<file path="config.mk">
export PLATFORM = sky130hd
export DESIGN_NAME = silence_watch
export DESIGN_NICKNAME = d
export VERILOG_FILES = /design/src/rtl/silence_pkg.sv /design/src/rtl/pair_zero_detect.sv /design/src/rtl/run_counter.sv /design/src/rtl/pin_stage.sv /design/src/rtl/silence_watch.sv
export SDC_FILE = /design/constraint.sdc
export NUM_CORES = 1
export LEC_CHECK = 0
export ABC_AREA = 1
export BUFFER_PORTS_ARGS = -buffer_cell sky130_fd_sc_hd__buf_4
export CAP_MARGIN = 20
export CORE_MARGIN = 8
export CORE_UTILIZATION = 43
export DETAILED_ROUTE_END_ITERATION = 8
export HOLD_SLACK_MARGIN = 0.08
export PLACE_DENSITY = 0.83
export SETUP_SLACK_MARGIN = 0.05
export SYNTH_ARGS = -nofsm -noshare
export SYNTH_HDL_FRONTEND = slang
export SYNTH_SLANG_ARGS = --single-unit
</file>
<file path="constraint.sdc">
create_clock -name clk -period 2.9 [get_ports clk]
set_clock_uncertainty 0.05 [all_clocks]
set_input_delay 0.29 -clock clk [delete_from_list [all_inputs] [get_ports clk]]
set_output_delay 0.29 -clock clk [all_outputs]
set_load 0.005 [all_outputs]
</file>
<file path="src/rtl/silence_pkg.sv">
package silence_pkg;
  localparam int CHANNELS = 2;

  typedef enum int unsigned {
    CH_LEFT  = 0,
    CH_RIGHT = 1
  } chan_e;

  function automatic int cnt_width(input int limit);
    return $clog2(limit + 1);
  endfunction
endpackage

</file>
<file path="src/rtl/pair_zero_detect.sv">
module pair_zero_detect
  import silence_pkg::*;
#(
  parameter int SAMPLE_W = 24
) (
  input  logic [CHANNELS-1:0][SAMPLE_W-1:0] chans,
  output logic                              all_zero
);
  logic [CHANNELS-1:0] zero_bits;

  for (genvar c = 0; c < CHANNELS; c++) begin : g_chan
    assign zero_bits[c] = ~|chans[c];
  end

  assign all_zero = &zero_bits;

  // a set bit on any channel must clear the zero flag
  always_comb begin
    if (|chans[CH_LEFT] || |chans[CH_RIGHT])
      zero_flag_chk: assert (!all_zero) else $error("zero flag with nonzero data");
  end
endmodule

</file>
<file path="src/rtl/run_counter.sv">
module run_counter
  import silence_pkg::*;
#(
  parameter int RUN_LEN = 511,
  localparam int CW = cnt_width(RUN_LEN)
) (
  input  logic clk,
  input  logic rst_n,
  input  logic take,
  input  logic pair_zero,
  output logic silent
);
  localparam logic [CW-1:0] LIMIT = CW'(RUN_LEN);

  logic [CW-1:0] cnt_q, cnt_d;

  always_comb begin
    if (!take)                cnt_d = cnt_q;
    else if (!pair_zero)      cnt_d = '0;
    else if (cnt_q == LIMIT)  cnt_d = cnt_q;
    else                      cnt_d = cnt_q + 1'b1;
  end

  always_ff @(posedge clk or negedge rst_n) begin
    if (!rst_n) cnt_q <= '0;
    else        cnt_q <= cnt_d;
  end

  assign silent = (cnt_q == LIMIT);


  cnt_bound_chk: assert property (@(posedge clk) disable iff (!rst_n)
    cnt_q <= LIMIT);


  cnt_sat_chk: assert property (@(posedge clk) disable iff (!rst_n)
    (silent && take && pair_zero) |=> silent);


  nonzero_clear_chk: assert property (@(posedge clk) disable iff (!rst_n)
    (take && !pair_zero) |=> (cnt_q == '0));


  idle_hold_chk: assert property (@(posedge clk) disable iff (!rst_n)
    !take |=> $stable(cnt_q));


  step_chk: assert property (@(posedge clk) disable iff (!rst_n)
    (take && pair_zero && !silent) |=> (cnt_q == $past(cnt_q) + 1'b1));
endmodule

</file>
<file path="src/rtl/pin_stage.sv">
module pin_stage (
  input  logic clk,
  input  logic rst_n,
  input  logic cfg_strobe,
  input  logic mode_en,
  input  logic silent,
  output logic pin_out,
  output logic pin_oe
);
  logic oe_q;

  always_ff @(posedge clk or negedge rst_n) begin
    if (!rst_n)          oe_q <= 1'b0;
    else if (cfg_strobe) oe_q <= 1'b1;
  end

  always_comb begin
    if (!oe_q)         pin_out = 1'b1;
    else if (!mode_en) pin_out = 1'b0;
    else               pin_out = ~silent;
  end

  assign pin_oe = oe_q;


  oe_sticky_chk: assert property (@(posedge clk) disable iff (!rst_n)
    pin_oe |=> pin_oe);


  oe_rise_chk: assert property (@(posedge clk) disable iff (!rst_n)
    cfg_strobe |=> pin_oe);


  park_high_chk: assert property (@(posedge clk) disable iff (!rst_n)
    !pin_oe |-> pin_out);
endmodule

</file>
<file path="src/rtl/silence_watch.sv">
module silence_watch
  import silence_pkg::*;
#(
  parameter int SAMPLE_W = 24,
  parameter int RUN_LEN  = 511
) (
  input  logic                clk,
  input  logic                rst_n,
  input  logic                smp_valid,
  output logic                smp_ready,
  input  logic [SAMPLE_W-1:0] smp_left,
  input  logic [SAMPLE_W-1:0] smp_right,
  input  logic                mode_en,
  input  logic                cfg_strobe,
  output logic                pin_out,
  output logic                pin_oe
);
  logic [CHANNELS-1:0][SAMPLE_W-1:0] chans;
  logic pair_zero, take, silent;

  assign smp_ready       = 1'b1;
  assign take            = smp_valid & smp_ready;
  assign chans[CH_LEFT]  = smp_left;
  assign chans[CH_RIGHT] = smp_right;

  pair_zero_detect #(.SAMPLE_W(SAMPLE_W)) u_zero (
    .chans    (chans),
    .all_zero (pair_zero)
  );

  run_counter #(.RUN_LEN(RUN_LEN)) u_run (
    .clk       (clk),
    .rst_n     (rst_n),
    .take      (take),
    .pair_zero (pair_zero),
    .silent    (silent)
  );

  pin_stage u_pin (
    .clk        (clk),
    .rst_n      (rst_n),
    .cfg_strobe (cfg_strobe),
    .mode_en    (mode_en),
    .silent     (silent),
    .pin_out    (pin_out),
    .pin_oe     (pin_oe)
  );


  ready_high_chk: assert property (@(posedge clk) disable iff (!rst_n)
    smp_ready);


  mode_gate_chk: assert property (@(posedge clk) disable iff (!rst_n)
    (pin_oe && !mode_en) |-> !pin_out);


  release_chk: assert property (@(posedge clk) disable iff (!rst_n)
    (smp_valid && (|smp_left || |smp_right) && mode_en) ##1 (pin_oe && mode_en) |-> pin_out);
endmodule

</file>
==> reports/results.txt, run 1 <==
status: completed
Row Count: 15
WL per Instance: 11.9 um
Max VDD drop: 0.000259 V
Initial Utilization: 0.460
Crit. End Element: output pin
Avg Cell Area, Syn: 6.58 um2
All-Layer GR Usage: 0.141
Fin Setup TNS: 0 ps
CTS Buf Count: 3
CP top delay family: simple AND/OR/NAND/NOR gates
Slowest-stage cell, CP: dfrtp_1
worst setup margin: 476 ps
Die Wd: 59.2 um
Die Span Y: 59.2 um
Post-Syn Nets: 177
gp weighted congestion: 0.819
Seq/Total Area, Yosys: 0.312
First-pass DRT Iterations: 4
Clk network pwr share: 0.310
min Tclk post-route: 2420 ps
leakage power: 0.662 nW
Pint: 0.239 mW
Die ar.: 3510 um2
Vias: 962
YS warnings: 0
DRC viols: 0
synthesized area: 803 um2
critical path arrival: 2080 ps
Max-Cap Viols: 0
Buf+Inv Stages, Crit Path: 2
initial antenna violation count: 0
Combinational Power Share: 0.239
H-tree levels: 1
Worst-Skew Late Latency: 270 ps
CTS tree: built
share of layout cells above drive strength 1: 0.382
min-delay worst type: in2reg
switching share of total power: 0.228
largest net degree at the start of global routing: 11
Final Cycle Share: 0.836
FILL cells: 152
sequential power share: 0.451
Reg area: 250 um2
worst-path cell chain: ha_1 > nand2_1 > nor2_1 > nand3_1 > nor2_1 > ha_1 > clkinv_1 > nand2_1 > nand2_1 > buf_4
Seq cells post-synth: 10
Routed Antenna Nets: 0
WS Path Type: reg2out
Core Footprint: 1750 um2
post-placement setup slack: 783 ps
PortBufs: 54
Slew Viols, Final: 0
Final nets: 235
CP Max Fanout: 10
vias in the first global route: 929
Worst-path clk slew: 60 ps
HPWL after DPL: 2.11 mm
clock net sink count: 10
worst hold slack: 166 ps
Final Hold Viols: 0
layout overhead on the synthesized area: 55.8%
global-route wire length before repair: 3.86 mm
synth unique cells: 18
final WL: 2.41 mm
switching power: 0.0706 mW
ant diodes: 0
via/cell ratio: 4.74
RSZ-0062 raised after global routing: false
io pins: 56
Final setup viols: 0
gr ovfl total: 0
Max Clock Freq: 413 MHz
Iter 0 DRT Violations: 19
cts repair resizes: 0
Critical Path Source Type: flip-flop
most frequent cell on the critical path: nand2_1
Max clock buf depth: 2
Final Util: 0.717
worst path required time: 2560 ps
Pwr Density: 247 nW/um2
count of hold-fix buffers inserted at cts: 1
Crit path largest cell delay: 400 ps
Root Buffer: clkbuf_4
Synth Instances: 122
setup bufs post-CTS: 0
area occupied by multi-input gates: 505 um2
final cells by class:
cell class | instances | area share
Clock buffer | 3 | 0.0180
Timing Repair Buffer | 55 | 0.332
Sequential cell | 10 | 0.200
Inverter | 7 | 0.0210
Tap cell | 25 | 0.0250
Multi-Input combinational cell | 103 | 0.404
layout by cell type, fill, tap and decap left out, drive strengths merged, types with 2 or more instances in the layout:
master	count
ha	2
xor2	4
dfrtp	10
nand4	10
nand2	42
clkbuf	3
inv	6
buf	54
nand3	7
nor2	35
synth_stat cells:
cell,count,share of area
dfrtp_1,10,0.31
nor2_1,29,0.14
nand2_4,1,0.014
and2_1,1,0.0078
clkinv_1,1,0.0047
clkbuf_8,1,0.017
nor2_2,5,0.039
inv_1,6,0.028
xor2_1,4,0.044
nand3_2,3,0.037
conb_1,1,0.0047
nor2_4,1,0.014
nand4_1,10,0.078
or2_2,1,0.0078
ha_1,2,0.031
nand2_1,41,0.19
nand3_1,4,0.025
buf_4,1,0.0093
power groups by stage:
stage	Clock, mW	Combinational, mW	Sequential, mW
2_1_floorplan	0	0.0171	0.142
3_3_place_gp	0	0.0712	0.142
3_5_place_dp	0	0.0735	0.142
4_1_cts	0.0965	0.0747	0.139
5_1_grt	0.101	0.0813	0.139
6_report	0.0958	0.0739	0.139
cell families after synthesis:
| kind of cell | after synthesis | synth area share |
|---|---|---|
| buffers and inverters | 9 | 0.0592 |
| xor gates and xnor gates | 4 | 0.0436 |
| DFF | 10 | 0.312 |
| other | 1 | 0.00467 |
| adders and majority gates | 2 | 0.0311 |
| and+or+nand+nor | 96 | 0.550 |
routing by layer:
layer  GRT usage  share of wire  vias up
li1            -              -      501
met1       0.130           0.33      438
met2       0.280           0.61       23
met3      0.0586          0.061        0
met4      0.0205              0        0
met5           0              0        -
registers in the layout, indices dropped and copies added (netlist names):
register and count:
u_pin.pin_oe 1, u_run.cnt_q 9
metrics by stage:
| step | std cells | instance area (um2) | power [mW] |
|---|---|---|---|
| finish | 203 | 1250 | 0.309 |
| global route | 203 | 1250 | 0.322 |
| CTS | 203 | 1250 | 0.311 |
| detailed placement | 199 | 1220 | 0.216 |
| global placement | 199 | 1220 | 0.213 |
| floorplan | 122 | 803 | 0.159 |
final timing paths:
path | to | start | slack, ps | cells after the start
setup / recovery | pin_out | u_run.cnt_q[0]$_DFFE_PN0P_ | 480 | 10
hold / removal | u_pin.pin_oe$_DFFE_PN0P_ | cfg_strobe | 170 | 2
setup reg to reg | u_run.cnt_q[2]$_DFFE_PN0P_ | u_run.cnt_q[0]$_DFFE_PN0P_ | 990 | 9
hold reg to reg | u_run.cnt_q[8]$_DFFE_PN0P_ | u_run.cnt_q[8]$_DFFE_PN0P_ | 440 | 2
max in group asynchronous | u_pin.pin_oe$_DFFE_PN0P_ | rst_n | 2320 | 2
min in group asynchronous | u_run.cnt_q[4]$_DFFE_PN0P_ | rst_n | 330 | 2
Note: power is estimated with default switching activity, not from simulation.
==> run 2: changes to the inputs <==
--- a/config.mk
+++ b/config.mk
@@ -5,14 +5,14 @@
 export SDC_FILE = /design/constraint.sdc
 export NUM_CORES = 1
 export LEC_CHECK = 0
-export ABC_AREA = 1
+export ABC_AREA = 0
 export BUFFER_PORTS_ARGS = -buffer_cell sky130_fd_sc_hd__buf_4
 export CAP_MARGIN = 20
 export CORE_MARGIN = 8
-export CORE_UTILIZATION = 43
+export CORE_UTILIZATION = 35
 export DETAILED_ROUTE_END_ITERATION = 8
 export HOLD_SLACK_MARGIN = 0.08
-export PLACE_DENSITY = 0.83
+export PLACE_DENSITY = 0.75
 export SETUP_SLACK_MARGIN = 0.05
 export SYNTH_ARGS = -nofsm -noshare
 export SYNTH_HDL_FRONTEND = slang
==> constraint.sdc (replaced) <==
create_clock -name clk -period 2.15 [get_ports clk]
set_clock_uncertainty 0.05 [all_clocks]
set_input_delay 0.215 -clock clk [delete_from_list [all_inputs] [get_ports clk]]
set_output_delay 0.215 -clock clk [all_outputs]
set_load 0.005 [all_outputs]
==> run 2 against run 1 <==
  * Register-to-register slack worse by 750 ps
  * Die area up 9.2%
  * First-iteration DRC count fell by 11%
  * Sequential power up 35%
  * Power is 33% higher
  * Clock power up 36%
  * Synthesized cell count is 33% lower
  * Cell count is 19% lower
  * Area after synthesis is 8.3% lower
  * Critical path type unchanged
  * Critical endpoint unchanged
==> reports/results.txt, run 2 <==
FILL cells: 181 (+19%)
layout overhead on the synthesized area: 62.8%
Synth Instances: 82 (-33%)
gp weighted congestion: 0.824 (+0.70%)
post-placement setup slack: 106 ps (-676 ps)
Max clock buf depth: 2 (unchanged)
H-tree levels: 1 (unchanged)
CTS tree: built
grt peak-use layer: met2
clock net sink count: 10 (unchanged)
Max-Cap Viols: 0 (unchanged)
Final Hold Viols: 0 (unchanged)
critical path arrival: 1660 ps (-420 ps)
Root Buffer: clkbuf_4
final WL: 2.43 mm (+0.71%)
All-Layer GR Usage: 0.140 (-0.00167)
Max VDD drop: 0.000303 V (+17%)
overall power: 0.412 mW (+33%)
worst setup margin: 222 ps (-254 ps)
Die ar.: 3830 um2 (+9.2%)
GR Util met1: 0.140 (+0.00954)
min-delay worst type: in2reg
Initial Utilization: 0.372 (-0.0884)
ant diodes: 0 (unchanged)
io pins: 56 (unchanged)
share of the synthesized area in the top cell type: 0.340 (+0.0280)
most frequent cells after synthesis: 11 x nor4_1, 10 x dfrtp_1, 6 x inv_1
CP Max Fanout: 11 (+1)
commonest non-fill, non-tap cells in the layout: 54 x buf_4, 11 x nor4_1, 10 x dfrtp_1
placed cell count: 160 (-20%)
fin cells: 164 (-19%)
area occupied by multi-input gates: 455 um2 (-9.9%)
Critical Path Source Type: flip-flop
Die Span Y: 61.9 um (+4.5%)
largest net degree at the start of global routing: 16 (+5)
gr ovfl total: 0 (unchanged)
largest register by flop count: u_run.cnt_q
fraction of registers with async set/reset: 1.00 (unchanged)
Final Cycle Share: 0.897
HPWL after DPL: 2.09 mm (-0.97%)
Post-Syn Nets: 137 (-23%)
Row Count: 16 (+1)
WL per Instance: 14.8 um (+25%)
Vias: 852 (-11%)
synthesized area: 737 um2 (-8.3%)
PortBufs: 54 (unchanged)
Crit. End Element: output pin
synth top area cells: dfrtp_1 34%, nor4_1 9.3%, and4_4 4.6%
area leader, netlist: dfrtp_1
GR Util met2: 0.263 (-0.0175)
status: completed
Die Wd: 61.9 um (+4.5%)
Final nets: 194 (-17%)
worst path required time: 1880 ps (-680 ps)
DRC viols: 0 (unchanged)
Final setup viols: 0 (unchanged)
First-pass DRT Iterations: 4 (unchanged)
fin area: 1200 um2 (-4.1%)
Slew Viols, Final: 0 (unchanged)
YS warnings: 0 (unchanged)
Worst-path clk slew: 60 ps (about the same)
most frequent cell on the critical path: ha_2
leakage power: 0.517 nW (-22%)
most common cell after layout, fill and taps aside: buf_4
Worst-Skew Late Latency: 270 ps (about the same)
Fin Setup TNS: 0 ps (unchanged)
Seq cells post-synth: 10 (unchanged)
Seq/Total Area, Yosys: 0.340 (+0.0280)
placed standard-cell area: 1160 um2 (-4.8%)
cell with the most instances after synthesis: nor4_1
Pwr Density: 343 nW/um2 (+39%)
RSZ-0062 raised after global routing: false
Slowest-stage cell, CP: dfrtp_1
via/cell ratio: 5.20 (+9.6%)
Routed Antenna Nets: 0 (unchanged)
EDFF count, synth: 0 (unchanged)
min Tclk post-route: 1930 ps
WS Path Type: reg2out
Avg Cell Area, Syn: 8.99 um2 (+36%)
Iter 0 DRT Violations: 17 (-2)
initial antenna violation count: 0 (unchanged)
Crit path largest cell delay: 410 ps (about the same)
vias in the first global route: 923 (-0.65%)
global-route wire length before repair: 4.02 mm (+4.1%)
CTS Buf Count: 3 (unchanged)
worst-path cell chain: ha_2 > nand3_1 > nor2_1 > ha_2 > o21ai_0 > buf_4
Core Footprint: 1980 um2 (+14%)
number of flip-flops under the largest register name: 9 (unchanged)
setup bufs post-CTS: 0 (unchanged)
met3 global-route usage: 0.0494 (-0.00919)
share of layout cells above drive strength 1: 0.482 (+0.0997)
Reg area: 250 um2 (unchanged)
Max Clock Freq: 519 MHz
Top FF cell, synth: dfrtp_1
synth unique cells: 33 (+15)
-- run 2: cell count changes after synthesis, moves of 4 or more --
cell	delta
nor2_1	-25
nor4_1	+11
nand2_1	-37
nor2_2	-5
nand4_1	-6
xor2_1	-4
-- run 2: layout make-up --
type                    instances  share of cell area
multi-input cells              63               0.380
repair buffers                 55               0.346
flip-flops and latches         10               0.209
well taps                      27              0.0282
clock buffers                   3              0.0188
inverters                       6              0.0188
-- run 2: per-layer routing --
layer	part of all wire	routed length, um	up-vias
li1	-	-	437
met1	0.38	915	386
met2	0.57	1380	29
met3	0.054	131	0
met4	0	0	0
met5	0	0	-
-- run 2: path summary, 6_finish.rpt --
path | startpoint | cells after the start | endpoint | slack, ps
min reg2reg | u_pin.pin_oe$_DFFE_PN0P_ | 1 | u_pin.pin_oe$_DFFE_PN0P_ | 470
max | u_run.cnt_q[0]$_DFFE_PN0P_ | 6 | pin_out | 220
max reg2reg | u_run.cnt_q[0]$_DFFE_PN0P_ | 8 | u_run.cnt_q[7]$_DFFE_PN0P_ | 240
max in group asynchronous | rst_n | 2 | u_run.cnt_q[0]$_DFFE_PN0P_ | 1640
min in group asynchronous | rst_n | 2 | u_run.cnt_q[7]$_DFFE_PN0P_ | 260
min | cfg_strobe | 2 | u_pin.pin_oe$_DFFE_PN0P_ | 90
-- run 2: critical path: cells and delay by family, from the launching register on --
family	cells	cell delay, ps
adders and majority gates	2	510
DFF	1	410
and+or+nand+nor	2	200
buffers and inverters	1	150
AOI/OAI and AO/OA	1	130
-- run 2: cells by family (layout without fill, tap and decap cells) --
logic type / Yosys count / count (layout) / synth area share
AO/OA/AOI/OAI: 18 / 18 / 0.175
adder cells (fa/ha/maj): 2 / 2 / 0.0340
other: 1 / 1 / 0.00509
buffers and inverters: 9 / 64 / 0.0526
multiplexers: 2 / 2 / 0.0272
AND/OR/NAND/NOR: 40 / 40 / 0.367
flip-flops: 10 / 10 / 0.340
-- run 2: stage by stage --
step | hold slack (ps) | utilization
finish | 92.5 | 0.605
global route | 92.2 | 0.605
CTS | 87.8 | 0.602
detailed placement | 6.52 | 0.585
global placement | 1.34 | 0.585
floorplan | -131 | -
-- run 2: timing repair --
action                                  4_1_cts  5_1_grt
endpoints found under the setup margin        0        6
gates resized for setup                       0        3
hold buffers                                  1        0
hold endpoints to repair                     10        0
-- run 2: report_power, final --
group	switching, mW	internal, mW
sequential	0.000000000000000636	0.188
combinational	0.0274	0.0661
clock	0.0654	0.0647
==> run 3: changes to the inputs <==
--- a/config.mk
+++ b/config.mk
@@ -9,10 +9,11 @@
 export BUFFER_PORTS_ARGS = -buffer_cell sky130_fd_sc_hd__buf_4
 export CAP_MARGIN = 20
 export CORE_MARGIN = 8
-export CORE_UTILIZATION = 35
+export CORE_UTILIZATION = 37
+export CTS_BUF_LIST = sky130_fd_sc_hd__clkbuf_4
 export DETAILED_ROUTE_END_ITERATION = 8
 export HOLD_SLACK_MARGIN = 0.08
-export PLACE_DENSITY = 0.75
+export PLACE_DENSITY = 0.78
 export SETUP_SLACK_MARGIN = 0.05
 export SYNTH_ARGS = -nofsm -noshare
 export SYNTH_HDL_FRONTEND = slang
==> run 3 against run 2 <==
  * Clock power hardly changed
  * Largest power group unchanged
  * Non-clock buffer count is 1 higher
  * Sequential power hardly changed
  * Count of clock-buffer cells in the layout stayed put
  * Maximum frequency is 1.2% lower
  * Die area is 4.0% lower
  * Combinational power hardly changed
  * Register-to-register slack better by 30 ps
  * Sequential share of layout area is 0.11 points lower
  * Final area is 0.52% higher
==> reports/results.txt, run 3 (synthesis results as in run 2) <==
Final nets: 195 (+0.52%)
Die Span Y: 60.6 um (-2.0%)
WL per Instance: 14.4 um (-3.0%)
worst path required time: 1880 ps (about the same)
Core Footprint: 1920 um2 (-3.0%)
number of flip-flops under the largest register name: 9 (unchanged)
Cells on Worst Hold Path: 2 (unchanged)
fin area: 1210 um2 (+0.52%)
PortBufs: 54 (unchanged)
WS Path Type: reg2out
final WL: 2.38 mm (-1.9%)
Worst-Skew Late Latency: 270 ps (about the same)
vias in the first global route: 976 (+5.7%)
io pins: 56 (unchanged)
global-route wire length before repair: 4.01 mm (-0.17%)
Final setup viols: 0 (unchanged)
Critical Path Source Type: flip-flop
Final Hold Viols: 0 (unchanged)
Max VDD drop: 0.000247 V (-19%)
layout overhead on the synthesized area: 63.7%
DRC viols: 0 (unchanged)
Max-Cap Viols: 0 (unchanged)
Vias: 861 (+1.1%)
All-Layer GR Usage: 0.140 (+0.000352)
critical path arrival: 1690 ps (+30 ps)
Slew Viols, Final: 0 (unchanged)
Routed Antenna Nets: 0 (unchanged)
Die ar.: 3680 um2 (-4.0%)
placed standard-cell area: 1170 um2 (+0.65%)
min Tclk post-route: 1950 ps (+23.5 ps)
CP Max Fanout: 8 (-3)
Initial Utilization: 0.383 (+0.0116)
share of layout cells above drive strength 1: 0.468 (-0.0141)
worst hold slack: 97.8 ps (+5.33 ps)
Crit. End Element: output pin
gp weighted congestion: 0.828 (+0.40%)
largest register by flop count: u_run.cnt_q
area occupied by multi-input gates: 450 um2 (-1.1%)
Die Wd: 60.6 um (-2.0%)
Worst-path clk slew: 60 ps (about the same)
ant diodes: 0 (unchanged)
Max Clock Freq: 512 MHz (-1.2%)
min-delay worst type: in2reg
Pwr Density: 344 nW/um2 (+0.16%)
First-pass DRT Iterations: 4 (unchanged)
Final Util: 0.628 (+0.0222)
commonest non-fill, non-tap cells in the layout: 55 x buf_4, 11 x nor4_1, 10 x dfrtp_1
FILL cells: 186 (+2.8%)
CTS Buf Count: 3 (unchanged)
gr ovfl total: 0 (unchanged)
RSZ-0062 raised after global routing: false
Max clock buf depth: 2 (unchanged)
H-tree levels: 1 (unchanged)
via/cell ratio: 5.19 (-0.16%)
Final Cycle Share: 0.908 (+0.0109)
most common cell after layout, fill and taps aside: buf_4
status: completed
Reg area: 250 um2 (unchanged)
initial antenna violation count: 0 (unchanged)
overall power: 0.414 mW (+0.68%)
Fin Setup TNS: 0 ps (unchanged)
CTS tree: built
HPWL after DPL: 2.04 mm (-2.3%)
leakage power: 0.527 nW (+2.0%)
Iter 0 DRT Violations: 10 (-7)
setup bufs post-CTS: 0 (unchanged)
Row Count: 16 (unchanged)
clock net sink count: 10 (unchanged)
worst r2r path cells: 8 (unchanged)
largest net degree at the start of global routing: 16 (unchanged)
Root Buffer: clkbuf_4
[run 3: cell count changes in the layout (fill, tap and decap cells not counted)]
cell      before  now
buf_4         54   55
nor2_1         3    4
nor2_2         1    0
ha_2           2    1
clkinv_1       0    1
ha_1           0    1
[run 3: area by class of cell]
class / count / share of cell area
repair buffers: 56 / 0.351
flip-flops and latches: 10 / 0.207
well taps: 27 / 0.0280
clock buffers: 3 / 0.0187
multi-input cells: 63 / 0.373
clock inverters: 1 / 0.00311
inverters: 6 / 0.0187
[run 3: metrics by stage]
stage	worst slack, ps	instances
after floorplan	258	82
after global placement	305	161
after detailed placement	204	161
after CTS	135	166
after global routing	97.9	166
final	199	166
[run 3: critical path, stage by stage (launching register included)]
cell	delay [ps]
dfrtp_1	420
ha_2	230
nand3_1	80
nor2_1	50
ha_1	210
buf_4	170
o21ai_0	150
buf_4	130
[run 3: final timing paths]
check / startpoint / endpoint / slack (ps)
min in group asynchronous: rst_n / u_run.cnt_q[7]$_DFFE_PN0P_ / 260
min reg2reg: u_pin.pin_oe$_DFFE_PN0P_ / u_pin.pin_oe$_DFFE_PN0P_ / 450
max in group asynchronous: rst_n / u_run.cnt_q[1]$_DFFE_PN0P_ / 1630
max reg2reg: u_run.cnt_q[0]$_DFFE_PN0P_ / u_run.cnt_q[7]$_DFFE_PN0P_ / 270
min: cfg_strobe / u_pin.pin_oe$_DFFE_PN0P_ / 100
max: u_run.cnt_q[0]$_DFFE_PN0P_ / pin_out / 200
[run 3: per-layer routing]
metal / part of all wire / track usage / wire length (um) / vias up
met2: 0.57 / 0.281 / 1370 / 26
met3: 0.066 / 0.0551 / 158 / 0
met5: 0 / 0 / 0 / -
met4: 0 / 0.0133 / 0 / 0
li1: - / - / - / 439
met1: 0.36 / 0.133 / 855 / 396
[run 3: what timing repair did]
item,in CTS,in global routing
hold buffers,1,0
gates resized for setup,0,1
setup endpoints to repair,0,1
hold endpoints to repair,10,0
[run 3: report_power, final]
part / total (mW) / internal (mW) / switching, mW
clock network: 0.133 / 0.0670 / 0.0660
logic: 0.0934 / 0.0662 / 0.0273
registers: 0.188 / 0.188 / 0.000000000000000626
